## config.mk

```make
export PLATFORM = sky130hd
export DESIGN_NAME = dma_tenure_ctrl
export DESIGN_NICKNAME = d
export VERILOG_FILES = /design/src/rtl/dma_tenure_pkg.sv /design/src/rtl/dma_rst_sync.sv /design/src/rtl/dma_xfer_regs.sv /design/src/rtl/dma_tenure_fsm.sv /design/src/rtl/dma_tenure_ctrl.sv
export SDC_FILE = /design/constraint.sdc
export NUM_CORES = 1
export LEC_CHECK = 0
export BUFFER_PORTS_ARGS = -buffer_cell sky130_fd_sc_hd__buf_2
export CAP_MARGIN = 15
export CORE_ASPECT_RATIO = 1.2
export CORE_MARGIN = 3
export CORE_UTILIZATION = 40
export DETAILED_ROUTE_END_ITERATION = 6
export PLACE_DENSITY = 0.75
export SKIP_LAST_GASP = 1
export SYNTH_ARGS = -nofsm -noshare
export SYNTH_HDL_FRONTEND = slang
export SYNTH_HIERARCHICAL = 1
export SYNTH_SLANG_ARGS = --single-unit
```

## constraint.sdc

```tcl
create_clock -name clk -period 3.75 [get_ports clk]
set_input_delay 0.75 -clock clk [delete_from_list [all_inputs] [get_ports clk]]
set_output_delay 0.75 -clock clk [all_outputs]
set_load 0.05 [all_outputs]
```

## src/rtl/dma_tenure_pkg.sv

```systemverilog
package dma_tenure_pkg;

  typedef enum logic [1:0] {
    HOLD_SINGLE = 2'd0,
    HOLD_BLOCK  = 2'd1,
    HOLD_DEMAND = 2'd2,
    HOLD_BLOCK3 = 2'd3
  } hold_mode_e;

  typedef enum logic [2:0] {
    TS_IDLE = 3'd0,
    TS_PARK = 3'd1,
    TS_REQ  = 3'd2,
    TS_RD   = 3'd3,
    TS_WR   = 3'd4,
    TS_OWN  = 3'd5
  } tenure_st_e;

  typedef struct packed {
    logic load;
    logic cap;
    logic step;
  } regs_ctl_t;

  function automatic logic hold_is_block(hold_mode_e m);
    return (m == HOLD_BLOCK) || (m == HOLD_BLOCK3);
  endfunction

endpackage

```

## src/rtl/dma_rst_sync.sv

```systemverilog
module dma_rst_sync #(
  parameter int STAGES = 2
) (
  input  logic clk,
  input  logic rst_n,
  output logic rst_sync_n
);
  logic [STAGES-1:0] sync_q;

  always_ff @(posedge clk or negedge rst_n) begin
    if (!rst_n) sync_q <= '0;
    else        sync_q <= {sync_q[STAGES-2:0], 1'b1};
  end

  assign rst_sync_n = sync_q[STAGES-1];
endmodule

```

## src/rtl/dma_xfer_regs.sv

```systemverilog
module dma_xfer_regs
  import dma_tenure_pkg::*;
#(
  parameter int AW = 16,
  parameter int DW = 32,
  parameter int CW = 16
) (
  input  logic          clk,
  input  logic          rst_n,
  input  regs_ctl_t     ctl,
  input  logic [AW-1:0] ld_src,
  input  logic [AW-1:0] ld_dst,
  input  logic [CW-1:0] ld_cnt,
  input  logic [DW-1:0] rd_word,
  output logic [AW-1:0] src_q,
  output logic [AW-1:0] dst_q,
  output logic [DW-1:0] hold_word_q,
  output logic          cnt_last
);
  localparam logic [AW-1:0] ADDR_ONE = AW'(1);
  localparam logic [CW-1:0] CNT_ONE  = CW'(1);

  logic [CW-1:0] cnt_q, cnt_d;
  logic [AW-1:0] src_d, dst_d;
  logic          ptr_en;

  assign ptr_en = ctl.load | ctl.step;

  always_comb begin
    if (ctl.load) begin
      src_d = ld_src;
      dst_d = ld_dst;
      cnt_d = ld_cnt;
    end else begin
      src_d = src_q + ADDR_ONE;
      dst_d = dst_q + ADDR_ONE;
      cnt_d = cnt_q - CNT_ONE;
    end
  end

  always_ff @(posedge clk or negedge rst_n) begin
    if (!rst_n) begin
      src_q <= '0;
      dst_q <= '0;
      cnt_q <= '0;
    end else if (ptr_en) begin
      src_q <= src_d;
      dst_q <= dst_d;
      cnt_q <= cnt_d;
    end
  end

  always_ff @(posedge clk or negedge rst_n) begin
    if (!rst_n)       hold_word_q <= '0;
    else if (ctl.cap) hold_word_q <= rd_word;
  end

  assign cnt_last = (cnt_q == CNT_ONE);

  // a completed write advances both pointers and lowers the count
  p_step_advance_r4: assert property (@(posedge clk) disable iff (!rst_n)
    (ctl.step && !ctl.load) |=> (src_q == $past(src_q) + ADDR_ONE) &&
                                (dst_q == $past(dst_q) + ADDR_ONE) &&
                                (cnt_q == $past(cnt_q) - CNT_ONE));
endmodule

```

## src/rtl/dma_tenure_fsm.sv

```systemverilog
module dma_tenure_fsm
  import dma_tenure_pkg::*;
(
  input  logic       clk,
  input  logic       rst_n,
  input  logic       start,
  input  logic [1:0] mode_in,
  input  logic       count_zero,
  input  logic       periph_req,
  input  logic       bus_gnt,
  input  logic       mem_ready,
  input  logic       cnt_last,
  output logic       bus_req,
  output logic       port_rd,
  output logic       port_wr,
  output logic       done,
  output regs_ctl_t  ctl
);
  tenure_st_e st_q, st_d;
  hold_mode_e mode_q, mode_d;
  logic       done_q, done_d;
  logic       is_dem, is_blk;

  assign is_dem = (mode_q == HOLD_DEMAND);
  assign is_blk = hold_is_block(mode_q);

  always_comb begin
    st_d   = st_q;
    mode_d = mode_q;
    done_d = done_q;
    ctl    = '0;
    unique case (st_q)
      TS_IDLE: if (start) begin
        mode_d = hold_mode_e'(mode_in);
        if (count_zero) begin
          done_d = 1'b1;
        end else begin
          done_d   = 1'b0;
          ctl.load = 1'b1;
          st_d     = TS_PARK;
        end
      end
      TS_PARK: if (!bus_gnt && (!is_dem || periph_req)) st_d = TS_REQ;
      TS_REQ: begin
        if (is_dem && !periph_req) st_d = TS_PARK;
        else if (bus_gnt)          st_d = TS_RD;
      end
      TS_RD: if (mem_ready) begin
        ctl.cap = 1'b1;
        st_d    = TS_WR;
      end
      TS_WR: if (mem_ready) begin
        ctl.step = 1'b1;
        if (cnt_last) begin
          done_d = 1'b1;
          st_d   = TS_IDLE;
        end else if (is_blk) begin
          st_d = TS_RD;
        end else if (is_dem) begin
          st_d = TS_OWN;
        end else begin
          st_d = TS_PARK;
        end
      end
      TS_OWN:  st_d = periph_req ? TS_RD : TS_PARK;
      default: st_d = TS_IDLE;
    endcase
  end

  always_ff @(posedge clk or negedge rst_n) begin
    if (!rst_n) begin
      st_q   <= TS_IDLE;
      mode_q <= HOLD_SINGLE;
      done_q <= 1'b0;
    end else begin
      st_q   <= st_d;
      done_q <= done_d;
      if (st_q == TS_IDLE) mode_q <= mode_d;
    end
  end

  assign bus_req = (st_q == TS_REQ) || (st_q == TS_RD) ||
                   (st_q == TS_WR)  || (st_q == TS_OWN);
  assign port_rd = (st_q == TS_RD);
  assign port_wr = (st_q == TS_WR);
  assign done    = done_q;

  // a new tenure begins only after the grant was seen low
  p_rereq_gnt_low_r6: assert property (@(posedge clk) disable iff (!rst_n)
    $rose(bus_req) |-> !$past(bus_gnt));

  // single mode gives the bus back after each word
  p_single_release_r6: assert property (@(posedge clk) disable iff (!rst_n)
    (port_wr && mem_ready && mode_q == HOLD_SINGLE) |=> !bus_req);

  // block mode goes straight into the next read
  p_block_hold_r7: assert property (@(posedge clk) disable iff (!rst_n)
    (port_wr && mem_ready && is_blk && !cnt_last) |=> (bus_req && port_rd));

  // demand reads begin only on a peripheral request
  p_demand_gate_r8: assert property (@(posedge clk) disable iff (!rst_n)
    (is_dem && port_rd && !$past(port_rd)) |-> $past(periph_req));

  // an owned idle cycle with no request releases the bus
  p_demand_release_r9: assert property (@(posedge clk) disable iff (!rst_n)
    (st_q == TS_OWN && !periph_req) |=> !bus_req);

  // a finished engine stays off the bus
  p_done_quiet_r10: assert property (@(posedge clk) disable iff (!rst_n)
    done |-> (!bus_req && !port_rd && !port_wr));

  // zero-count start completes without a request
  p_zero_count_r11: assert property (@(posedge clk) disable iff (!rst_n)
    (st_q == TS_IDLE && start && count_zero) |=> (done && !bus_req));
endmodule

```

## src/rtl/dma_tenure_ctrl.sv

```systemverilog
module dma_tenure_ctrl
  import dma_tenure_pkg::*;
#(
  parameter int AW = 16,
  parameter int DW = 32,
  parameter int CW = 16
) (
  input  logic          clk,
  input  logic          rst_n,
  input  logic          cfg_start,
  input  logic [1:0]    cfg_mode,
  input  logic [AW-1:0] cfg_src_addr,
  input  logic [AW-1:0] cfg_dst_addr,
  input  logic [CW-1:0] cfg_words,
  input  logic          periph_req,
  output logic          bus_req,
  input  logic          bus_gnt,
  output logic          mem_valid,
  output logic          mem_we,
  output logic [AW-1:0] mem_addr,
  output logic [DW-1:0] mem_wdata,
  input  logic [DW-1:0] mem_rdata,
  input  logic          mem_ready,
  output logic          done
);
  logic          rst_i_n;
  regs_ctl_t     ctl;
  logic          cnt_last, port_rd, port_wr;
  logic [AW-1:0] src_q, dst_q;
  logic [DW-1:0] word_q;

  dma_rst_sync #(.STAGES(2)) u_rst (
    .clk        (clk),
    .rst_n      (rst_n),
    .rst_sync_n (rst_i_n)
  );

  dma_tenure_fsm u_fsm (
    .clk        (clk),
    .rst_n      (rst_i_n),
    .start      (cfg_start),
    .mode_in    (cfg_mode),
    .count_zero (cfg_words == '0),
    .periph_req (periph_req),
    .bus_gnt    (bus_gnt),
    .mem_ready  (mem_ready),
    .cnt_last   (cnt_last),
    .bus_req    (bus_req),
    .port_rd    (port_rd),
    .port_wr    (port_wr),
    .done       (done),
    .ctl        (ctl)
  );

  dma_xfer_regs #(.AW(AW), .DW(DW), .CW(CW)) u_regs (
    .clk         (clk),
    .rst_n       (rst_i_n),
    .ctl         (ctl),
    .ld_src      (cfg_src_addr),
    .ld_dst      (cfg_dst_addr),
    .ld_cnt      (cfg_words),
    .rd_word     (mem_rdata),
    .src_q       (src_q),
    .dst_q       (dst_q),
    .hold_word_q (word_q),
    .cnt_last    (cnt_last)
  );

  assign mem_valid = port_rd | port_wr;
  assign mem_we    = port_wr;
  assign mem_addr  = port_wr ? dst_q : src_q;
  assign mem_wdata = word_q;

  // the port is used only under grant
  p_port_under_grant_r2: assert property (@(posedge clk) disable iff (!rst_i_n)
    mem_valid |-> bus_gnt);

  // a stalled beat holds steady
  p_stall_stable_r5: assert property (@(posedge clk) disable iff (!rst_i_n)
    (mem_valid && !mem_ready) |=> (mem_valid && $stable(mem_we) && $stable(mem_addr)));
endmodule

```

Yosys cells after proc, flatten, opt, wreduce, memory -nomap -nowiden:

Cells that the tools add are included.

* register bits after elaboration: 88
* bits of input ports: 88
* output and inout port bits: 52
* word-level logic and storage cells: 72

* $add $sub $neg: 3
* equality and inequality tests: 16
* mux-type cells: 27
* bitwise operators: 2
* reduce and logical (&&, ||, !) cells: 16

Operators with widths (count)
* 16-bit two-way mux: 4
* 16-bit by 1-bit adder with 16-bit output, second input constant: 2
* 3-bit two-way mux: 10
* 3-bit one-hot mux with 6 select lines: 1
* 16-bit by 1-bit equality test with 1-bit output, second input constant: 1
* 16-bit logical NOT: 1
* 16-bit by 1-bit subtractor with 16-bit output, second input constant: 1
* 1-bit two-way mux: 10
* 2-bit inequality test, second input constant: 5
* 3-bit by 2-bit equality test with 1-bit output, second input constant: 2
* 3-bit equality test, second input constant: 2
* 6-bit AND reduction: 1
* 1-bit logical OR: 5
* 2-bit equality test, second input constant: 2
* 4-bit AND reduction: 1
* 3-bit by 1-bit equality test with 1-bit output, second input constant: 1
* 1-bit logical NOT: 3
* 3-bit logical NOT: 1
* 3-bit by 2-bit inequality test with 1-bit output, second input constant: 1
* 2-bit by 1-bit equality test with 1-bit output, second input constant: 1
* 1-bit logical AND: 2
* 2-bit two-way mux: 1
* 2-bit by 1-bit inequality test with 1-bit output, second input constant: 1
* 1-bit OR: 2
* other kinds (3): 3

Logic depth before layout (Yosys ltp):

Gate-level depths: netlist of run 1.

* word-level depth: 6
* mapped depth: 9
* depth with buffers taken out: 8

Modules after synthesis:

Netlist of run 1, hierarchy kept.

By module, submodules not included
* dma_xfer_regs: instances 1, cells each 365, area each 3852.4 um2, seq. area each 2001.9 um2
* dma_tenure_fsm: instances 1, cells each 50, area each 467.9 um2, seq. area each 150.1 um2
* dma_tenure_ctrl: instances 1, cells each 24, area each 285.3 um2, seq. area each 0.0 um2
* dma_rst_sync: instances 1, cells each 3, area each 53.8 um2, seq. area each 50.0 um2

Worst setup path after synthesis of run 1:

Ideal clock, no wire load.

* path kind: register to output
* start point: register u_fsm.st_q[1]
* end point: output port mem_valid
* arrival: 1774 ps
* data required time: 3000 ps
* path slack: 1226 ps
* cell stages (with the launch flop): 7
* path buffers: 2
* path through: dfrtp_1 -> nor2_1 -> nand2_2 -> inv_1 -> buf_6 -> buf_12 -> or2_1

* longest elaborated chain between the ends: 2
* elaborated cells between the ends (all ways): 3
* classes of those cells: eq/ne (2); bitwise (1)

Ends and longest elaborated chain
* start: declaration: RTL line dma_tenure_fsm.sv:19 `tenure_st_e st_q, st_d;`
* start signal: assignment: RTL line dma_tenure_fsm.sv:76 `st_q <= st_d;`
* 3-bit equality test: RTL line dma_tenure_fsm.sv:85 `assign port_wr = (st_q == TS_WR);`
* named net mem_we: RTL line dma_tenure_ctrl.sv:19 `output logic mem_we,`
* 1-bit OR: RTL line dma_tenure_ctrl.sv:69 `assign mem_valid = port_rd | port_wr;`
* end: declaration: RTL line dma_tenure_ctrl.sv:18 `output logic mem_valid,`

The timed path passes the listed nets, and every way through them passes these cells.

Worst setup path in the final report of run 1:

* start point: register u_fsm.st_q[1]
* end point: output port mem_addr[15]

* longest elaborated chain between the ends: 2

Ends and longest elaborated chain
* 3-bit equality test: RTL line dma_tenure_fsm.sv:85
* 16-bit two-way mux: RTL line dma_tenure_ctrl.sv:71 `assign mem_addr = port_wr ? dst_q : src_q;`
* end: declaration: RTL line dma_tenure_ctrl.sv:20 `output logic [AW-1:0] mem_addr,`

No other way between the ends.

==> results.toml, run 1 <==
[clock_network]
clk_latency_ns = 0.34
clk_path_buf_depth = 2
ctsHtreeMaxLevel = 3
cts_resized = 0
cts.clk_slew.worst_paths_ns = 0.06
cts_setup_buffers = 0
cts_root_buf = "clkbuf_16"
cts_hold_buf = 0
cts_tree = "built"
cts.sinks = 88
cts_buffers = 9

[status]
outcome = "finished clean"

[placed_design]
gp_congestion = 0.887
postPlaceCellArea_sq_um = 5480
io_buffers = 139
dpl.hpwl_mm = 8.43

[finish]
fin_area_sq_um = 5760
fillers = 1038
drive_gt1_frac = 0.384
layout_commonest_cell = "buf_2"
nets = 669
seq_area_sq_um = 2210
multi_input_area_sq_um = 2320
syn_to_final_growth_pct = 23.7
num_antenna_cells = 0
final_core_utilization = 0.515
final_cell_mix = "139 x buf_2, 87 x dfrtp_1, 63 x nand2_1"

[die]
die-area_sq_um = 13000
rows = 42
die_h_microns = 124
die_w_microns = 105
core_sq_um = 11200
start_util = 0.416
ioPinCount = 140

[sta]
min_period_ns = 3.18
finalHoldViolations = 0
tns_ns = 0
fmax_mhz = 314
tightest_slew_ns = 0.837
finClkSkew_ns = 0.00730
finalMaxSlewViolations = 0
rsz0062_at_grt = "no"
max_slew_margin = 0.441
holdWs_ns = 0.186
fin_crit_sh = 0.849
setup_violations = 0

[yosys]
synth-seq-cells = 88
synth_nets = 535
synth_cells = 442
syn_area_sq_um = 4660
postSynthAreaPerCell_sq_um = 10.5
yosys_most_used_dff = "dfrtp_1"
async_reset_ff_frac = 1.00
synth-edff-count = 0
ys_seq_area_frac = 0.473
ys_warn_count = 6
yosysUniqueCellTypes = 58

[global_route]
grt_max_degree = 66
grt_overflow_total = 0
grt_first_pass_wirelength_mm = 18.4
antenna_found_initial = 0
grt_pass1_vias = 3866
grt_usage = 0.174

[setup_path]
crit_family = "buffers and inverters"
cpMaxStageDelayCell = "inv_1"
crit_required_ns = 3.00
critPathArrivalTime_ns = 2.43
cp-end-kind = "output port"
r2r_setup_slack_ns = 0.97
path_buf_inv = 2
critPathKind = "flop to output port"
crit_path_start = "u_fsm/st_q[1]$_DFFE_PN0P_"
path_max_fanout = 18
crit_chain = "nor2_1 -> nand2_2 -> inv_1 -> mux2_2 -> buf_2"
max_stage_delay_ns = 0.64
critPathLaunchType = "flop"
r2r-start = "u_fsm/st_q[2]$_DFFE_PN0P_"

[drt]
route.vias.total = 3797
drtPass1Iterations = 4
drtIter0Drc = 203
wl_mm = 11.4
routedWlPerCell_microns = 15.5
viasPerCell = 5.17
drc = 0
ant_nets = 0

[run]
maxCapViolations = 0

[power_and_ir_drop]
peakVddDrop_uv = 591
p_leak_nw = 2.53
power_density_nw_per_um2 = 917

[hold_path]
hp-class = "primary input to async pin"
==> layout make-up <==
cell class / count / share of cell area
inverter: 9 / 0.00586
timing repair buffer: 143 / 0.126
sequential: 88 / 0.383
multi-input combinational: 325 / 0.403
clock buffer: 10 / 0.0415
clock inverter: 6 / 0.00738
tap: 154 / 0.0334
==> flip-flops by register name, indices dropped and copies added, names as in the netlist <==
name / cells
u_regs/hold_word_q: 32
u_regs/cnt_q: 16
u_regs/dst_q: 16
u_regs/src_q: 16
u_fsm/st_q: 3
u_fsm/mode_q: 2
u_rst/sync_q: 2
u_fsm/done: 1
==> Yosys cell counts (2+ instances only) <==
cell type	n	share of area
nand2_1	63	0.051
o21ai_0	44	0.047
nor2b_1	3	0.0040
a21oi_1	2	0.0021
nor2_1	18	0.014
mux2_2	42	0.10
ha_1	5	0.013
nor3_1	5	0.0054
nand3_1	8	0.0086
a31oi_1	3	0.0040
buf_1	3	0.0024
nand4b_1	2	0.0038
a2111oi_2	2	0.0064
or3_1	2	0.0027
inv_1	8	0.0064
a311o_1	2	0.0043
mux2i_1	3	0.0064
clkbuf_1	12	0.0097
nand2b_1	3	0.0040
nand4_1	16	0.021
and2_1	2	0.0027
nor3b_1	4	0.0064
or4_1	3	0.0048
and3_1	4	0.0054
nor4_1	9	0.012
buf_4	2	0.0032
mux2_4	9	0.029
nand3b_1	5	0.0081
o211ai_1	2	0.0032
dfrtp_1	88	0.47
xnor2_1	15	0.028
o31ai_1	2	0.0032
and4_1	5	0.0094
xor2_1	22	0.041
==> stage by stage <==
step	power, mW	std cells	setup slack (ns)
4_1_cts	5.32	735	0.556
2_1_floorplan	3.83	442	1.12
3_3_place_gp	4.38	719	0.847
5_1_grt	5.59	735	0.464
3_5_place_dp	4.45	719	0.788
6_report	5.28	735	0.565
==> per-layer routing <==
layer,global-route usage,wire length (microns),vias up
li1,-,-,1853
met1,0.218,4830,1768
met2,0.289,5440,159
met3,0.0410,779,17
met4,0.0689,308,0
met5,0,0,-
==> final timing paths <==
| check | endpoint | cells after the start |
|---|---|---|
| max reg2reg | u_regs/src_q[13]$_DFFE_PN0P_ | 5 |
| min | u_rst/sync_q[1]$_DFF_PN0_ | 1 |
| max | mem_addr[15] | 5 |
| min reg2reg | u_rst/sync_q[1]$_DFF_PN0_ | 0 |
| max in group asynchronous | u_regs/hold_word_q[4]$_DFFE_PN0P_ | 1 |
| min in group clk | u_rst/sync_q[1]$_DFF_PN0_ | 0 |
==> power by group <==
part,internal (mW),switching [mW]
Sequential,1.40,0.477
Combinational,0.852,1.71
Clock,0.468,0.371
==> logic make-up after synthesis <==
group	after synthesis	synth area share
flip-flops	88	0.473
AO/OA/AOI/OAI	66	0.0865
XOR/XNOR	37	0.0695
multiplexers	54	0.137
buffers and inverters	29	0.0303
AND/OR/NAND/NOR	162	0.190
other	1	0.000805
adder cells (fa/ha/maj)	5	0.0134
No activity file was read; power rests on OpenSTA's default activity.
==> run 2, diff against run 1 <==
Clock period 3.75 ns to 3.1 ns, I/O delays scaled along.
==> run 2 against run 1 <==
Final cell count grew 0.27%. Worst setup slack lost 0.28 ns. Total power grew 25%. Clock power grew 48%. Core utilization grew 0.89 points. Non-clock buffer count grew 2. Flip-flop and latch count is the same. Register-to-register slack lost 0.31 ns. Count of clock-buffer cells in the layout grew 1.
==> results.toml, run 2 (synthesis gave the netlist of run 1 again) <==
[finish]
nets = 671
drive_gt1_frac = 0.384
layout_commonest_cell = "buf_2"
fillers = 1000
final_cell_count_no_fill = 737
fin_area_sq_um = 5860
regMostFlops = "u_regs/hold_word_q"
num_antenna_cells = 0
final_cell_mix = "139 x buf_2, 87 x dfrtp_1, 63 x nand2_1"
final_core_utilization = 0.524
syn_to_final_growth_pct = 25.8
largest_reg_flops = 32

[sta]
min_period_ns = 2.82
fin_crit_sh = 0.909
finClkSkew_ns = 0.00783
rsz0062_at_grt = "no"
setup_violations = 0
worst_slack_ns = 0.281
tightest_slew_ns = 0.526
fmax_mhz = 355
max_slew_margin = 0.649
holdWs_ns = 0.0588
tns_ns = 0
finalMaxSlewViolations = 0
finalHoldViolations = 0

[clock_network]
cts_tree = "built"
cts_hold_buf = 0
cts.clk_slew.worst_paths_ns = 0.06
ctsHtreeMaxLevel = 3
clk_path_buf_depth = 2
clk_latency_ns = 0.34
cts_buffers = 9
cts_root_buf = "clkbuf_16"
cts.sinks = 88
cts_setup_buffers = 0
cts_resized = 0

[die]
die-area_sq_um = 13000
ioPinCount = 140
rows = 42
die_h_microns = 124
start_util = 0.416
core_sq_um = 11200
die_w_microns = 105

[drt]
wl_mm = 11.1
route.vias.total = 3813
drtIter0Drc = 209
ant_nets = 0
viasPerCell = 5.17
routedWlPerCell_microns = 15.1
drc = 0
drtPass1Iterations = 5

[setup_path]
path_buf_inv = 3
critPathKind = "flop to output port"
crit_required_ns = 2.48
r2r-start = "u_fsm/st_q[1]$_DFFE_PN0P_"
critPathLaunchType = "flop"
cp-end-kind = "output port"
path_max_fanout = 16
crit_chain = "nor2_1 -> nand2_2 -> inv_1 -> buf_4 -> mux2_2 -> buf_2"
crit_path_start = "u_fsm/st_q[1]$_DFFE_PN0P_"
crit_family = "buffers and inverters"
critPathArrivalTime_ns = 2.20
cpMaxStageDelayCell = "dfrtp_1"
max_stage_delay_ns = 0.50

[status]
outcome = "finished clean"

[power_and_ir_drop]
peakVddDrop_uv = 768
finalPower_mw = 6.62
power_density_nw_per_um2 = 1130
p_leak_nw = 2.59

[global_route]
antenna_found_initial = 0
grt_usage = 0.173
grt_pass1_vias = 3739
grt_max_degree = 87
grt_overflow_total = 0
grt_first_pass_wirelength_mm = 18.4

[placed_design]
dpl.hpwl_mm = 8.20
place_worst_setup_slack_ns = 0.587
postPlaceCellArea_sq_um = 5490
dp_cells = 720
io_buffers = 139
gp_congestion = 0.857

[run]
maxCapViolations = 0

[hold_path]
hp-class = "primary input to async pin"
[run 2: changes by cell type in the layout (fill, tap and decap cells not counted)]
cell / change
buf_4: +1
buf_16: +1
bufinv_16: +3
clkinvlp_4: -2
clkinv_2: -1
inv_6: -1
clkbuf_1: +1
[run 2: power breakdown]
| group | switching (mW) | internal (mW) | total, mW |
|---|---|---|---|
| registers | 0.561 | 1.70 | 2.26 |
| clock network | 0.430 | 0.810 | 1.24 |
| logic | 2.08 | 1.04 | 3.12 |
| total | 3.07 | 3.55 | 6.62 |
[run 2: cell type report]
cell class	instances	area [sq um]	share of cell area
timing repair buffer	145	761	0.130
clock inverter	5	104	0.0177
multi-input combinational	325	2320	0.396
clock buffer	11	243	0.0414
inverter	9	33.8	0.00576
sequential	88	2210	0.376
tap	154	193	0.0329
[run 2: worst paths after layout]
check	end	slack (ns)	depth (start not counted)
worst min-delay path	u_rst/sync_q[1]$_DFF_PN0_	0.06	1
worst max register to register	u_regs/cnt_q[13]$_DFFE_PN0P_	0.66	8
worst min register to register	u_regs/cnt_q[7]$_DFFE_PN0P_	0.19	0
min in group clk	u_rst/sync_q[1]$_DFF_PN0_	0.36	0
max in group asynchronous	u_regs/hold_word_q[16]$_DFFE_PN0P_	2.31	1
worst max-delay path	mem_addr[15]	0.28	6
[run 2: per-layer routing]
layer | GRT usage | vias up | share of wire
li1 | - | 1839 | -
met2 | 0.272 | 178 | 0.46
met3 | 0.0322 | 16 | 0.076
met5 | 0 | - | 0
met4 | 0.0681 | 0 | 0.014
met1 | 0.235 | 1780 | 0.45
==> run 3, diff against run 2 <==
Settings changed: REMOVE_ABC_BUFFERS from default to 1.
==> run 3 against run 2 <==
Clock power is 13% lower. Hold slack better by 0.0034 ns. Routed wire length is 0.82% lower. Fmax is 3.7% higher.
==> results.toml, run 3 (synthesis gave the netlist of run 1 again) <==
[status]
outcome = "finished clean"

[setup_path]
crit_required_ns = 2.48
critPathLaunchType = "flop"
r2r_cells = 6
path_max_fanout = 18
cp-end-kind = "output port"
critPathArrivalTime_ns = 2.10
critPathKind = "flop to output port"

[placed_design]
io_buffers = 139
dp_cells = 723
dpl.hpwl_mm = 8.17
gp_congestion = 0.907

[finish]
regMostFlops = "u_regs/hold_word_q"
num_antenna_cells = 0
nets = 673
final_cell_count_no_fill = 739
final_cell_mix = "139 x buf_2, 87 x dfrtp_1, 63 x nand2_1"
drive_gt1_frac = 0.388
layout_commonest_cell = "buf_2"
fillers = 1041
syn_to_final_growth_pct = 24.7
seq_area_sq_um = 2210
largest_reg_flops = 32
multi_input_area_sq_um = 2320

[drt]
routedWlPerCell_microns = 14.9
drtIter0Drc = 187
drc = 0
route.vias.total = 3837
wl_mm = 11.0
ant_nets = 0
viasPerCell = 5.19
drtPass1Iterations = 5

[clock_network]
cts_resized = 0
cts_root_buf = "clkbuf_16"
cts.clk_slew.worst_paths_ns = 0.06
ctsHtreeMaxLevel = 3
cts.sinks = 88
clk_latency_ns = 0.33
cts_hold_buf = 0
cts_tree = "built"
clk_path_buf_depth = 2
cts_setup_buffers = 0
cts_buffers = 9

[sta]
tightest_slew_ns = 0.517
fmax_mhz = 368
setup_violations = 0
finClkSkew_ns = 0.00652
min_period_ns = 2.72
rsz0062_at_grt = "no"
fin_crit_sh = 0.877
max_slew_margin = 0.653
tns_ns = 0
finalMaxSlewViolations = 0
finalHoldViolations = 0

[global_route]
antenna_found_initial = 0
grt_pass1_vias = 3786
grt_overflow_total = 0
grt_first_pass_wirelength_mm = 18.4
grt_max_degree = 63
grt_usage = 0.171

[power_and_ir_drop]
p_leak_nw = 2.56
peakVddDrop_uv = 561
finalPower_mw = 6.44
power_density_nw_per_um2 = 1110

[die]
die_h_microns = 124
rows = 42
core_sq_um = 11200
ioPinCount = 140
start_util = 0.416
die_w_microns = 105
die-area_sq_um = 13000

[hold_path]
hp-class = "primary input to async pin"

[run]
maxCapViolations = 0
## run 3: cell count changes in the layout (fill, tap and decap cells not counted), sizes merged
cell / previous run / this run
inv: 8 / 9
buf: 145 / 147
clkinvlp: 0 / 3
clkbuf: 11 / 9
bufinv: 3 / 1
## run 3: metrics by stage
step	util	hold slack, ns	instance area (sq um)	setup WS (ns)
after floorplan	-	0.324	4550	-2.07
after global placement	0.492	0.250	5510	0.705
after detailed placement	0.492	0.260	5510	0.630
after CTS	0.519	0.0481	5810	0.369
after global routing	0.519	0.0501	5810	0.261
final	0.519	0.0622	5810	0.382
## run 3: power by group
group	internal (mW)	total [mW]	switching (mW)	leakage, nW
Combinational	1.04	3.12	2.07	1.35
Clock	0.624	1.08	0.452	0.138
Sequential	1.70	2.24	0.548	1.07
## run 3: final timing paths
kind	start	to	slack (ns)
max	u_fsm/st_q[2]$_DFFE_PN0P_	mem_addr[4]	0.38
min	rst_n	u_rst/sync_q[1]$_DFF_PN0_	0.06
max reg2reg	u_fsm/st_q[2]$_DFFE_PN0P_	u_regs/cnt_q[13]$_DFFE_PN0P_	0.75
min reg2reg	u_rst/sync_q[1]$_DFF_PN0_	u_fsm/done$_DFFE_PN0P_	0.24
max in group asynchronous	u_rst/sync_q[1]$_DFF_PN0_	u_regs/dst_q[11]$_DFFE_PN0P_	2.13
min in group clk	u_rst/sync_q[0]$_DFF_PN0_	u_rst/sync_q[1]$_DFF_PN0_	0.35
## run 3: critical path: stages (launching register included)
cell and delay, ns:
dfrtp_1 0.65, nand2_2 0.15, inv_1 0.08, buf_4 0.28
mux2_2 0.38, buf_2 0.21
## run 3: final cells by class
class | count | share of cell area
Clock buffer | 9 | 0.0388
Clock inverter | 7 | 0.0123
Timing Repair Buffer | 147 | 0.130
Inverter | 9 | 0.00582
Sequential cell | 88 | 0.380
Multi-Input combinational cell | 325 | 0.400
Tap cell | 154 | 0.0332
## run 3: per-layer routing
metal | wire, microns | GRT usage
met1 | 4800 | 0.227
met2 | 5250 | 0.276
met3 | 770 | 0.0389
met4 | 191 | 0.0571
met5 | 0 | 0
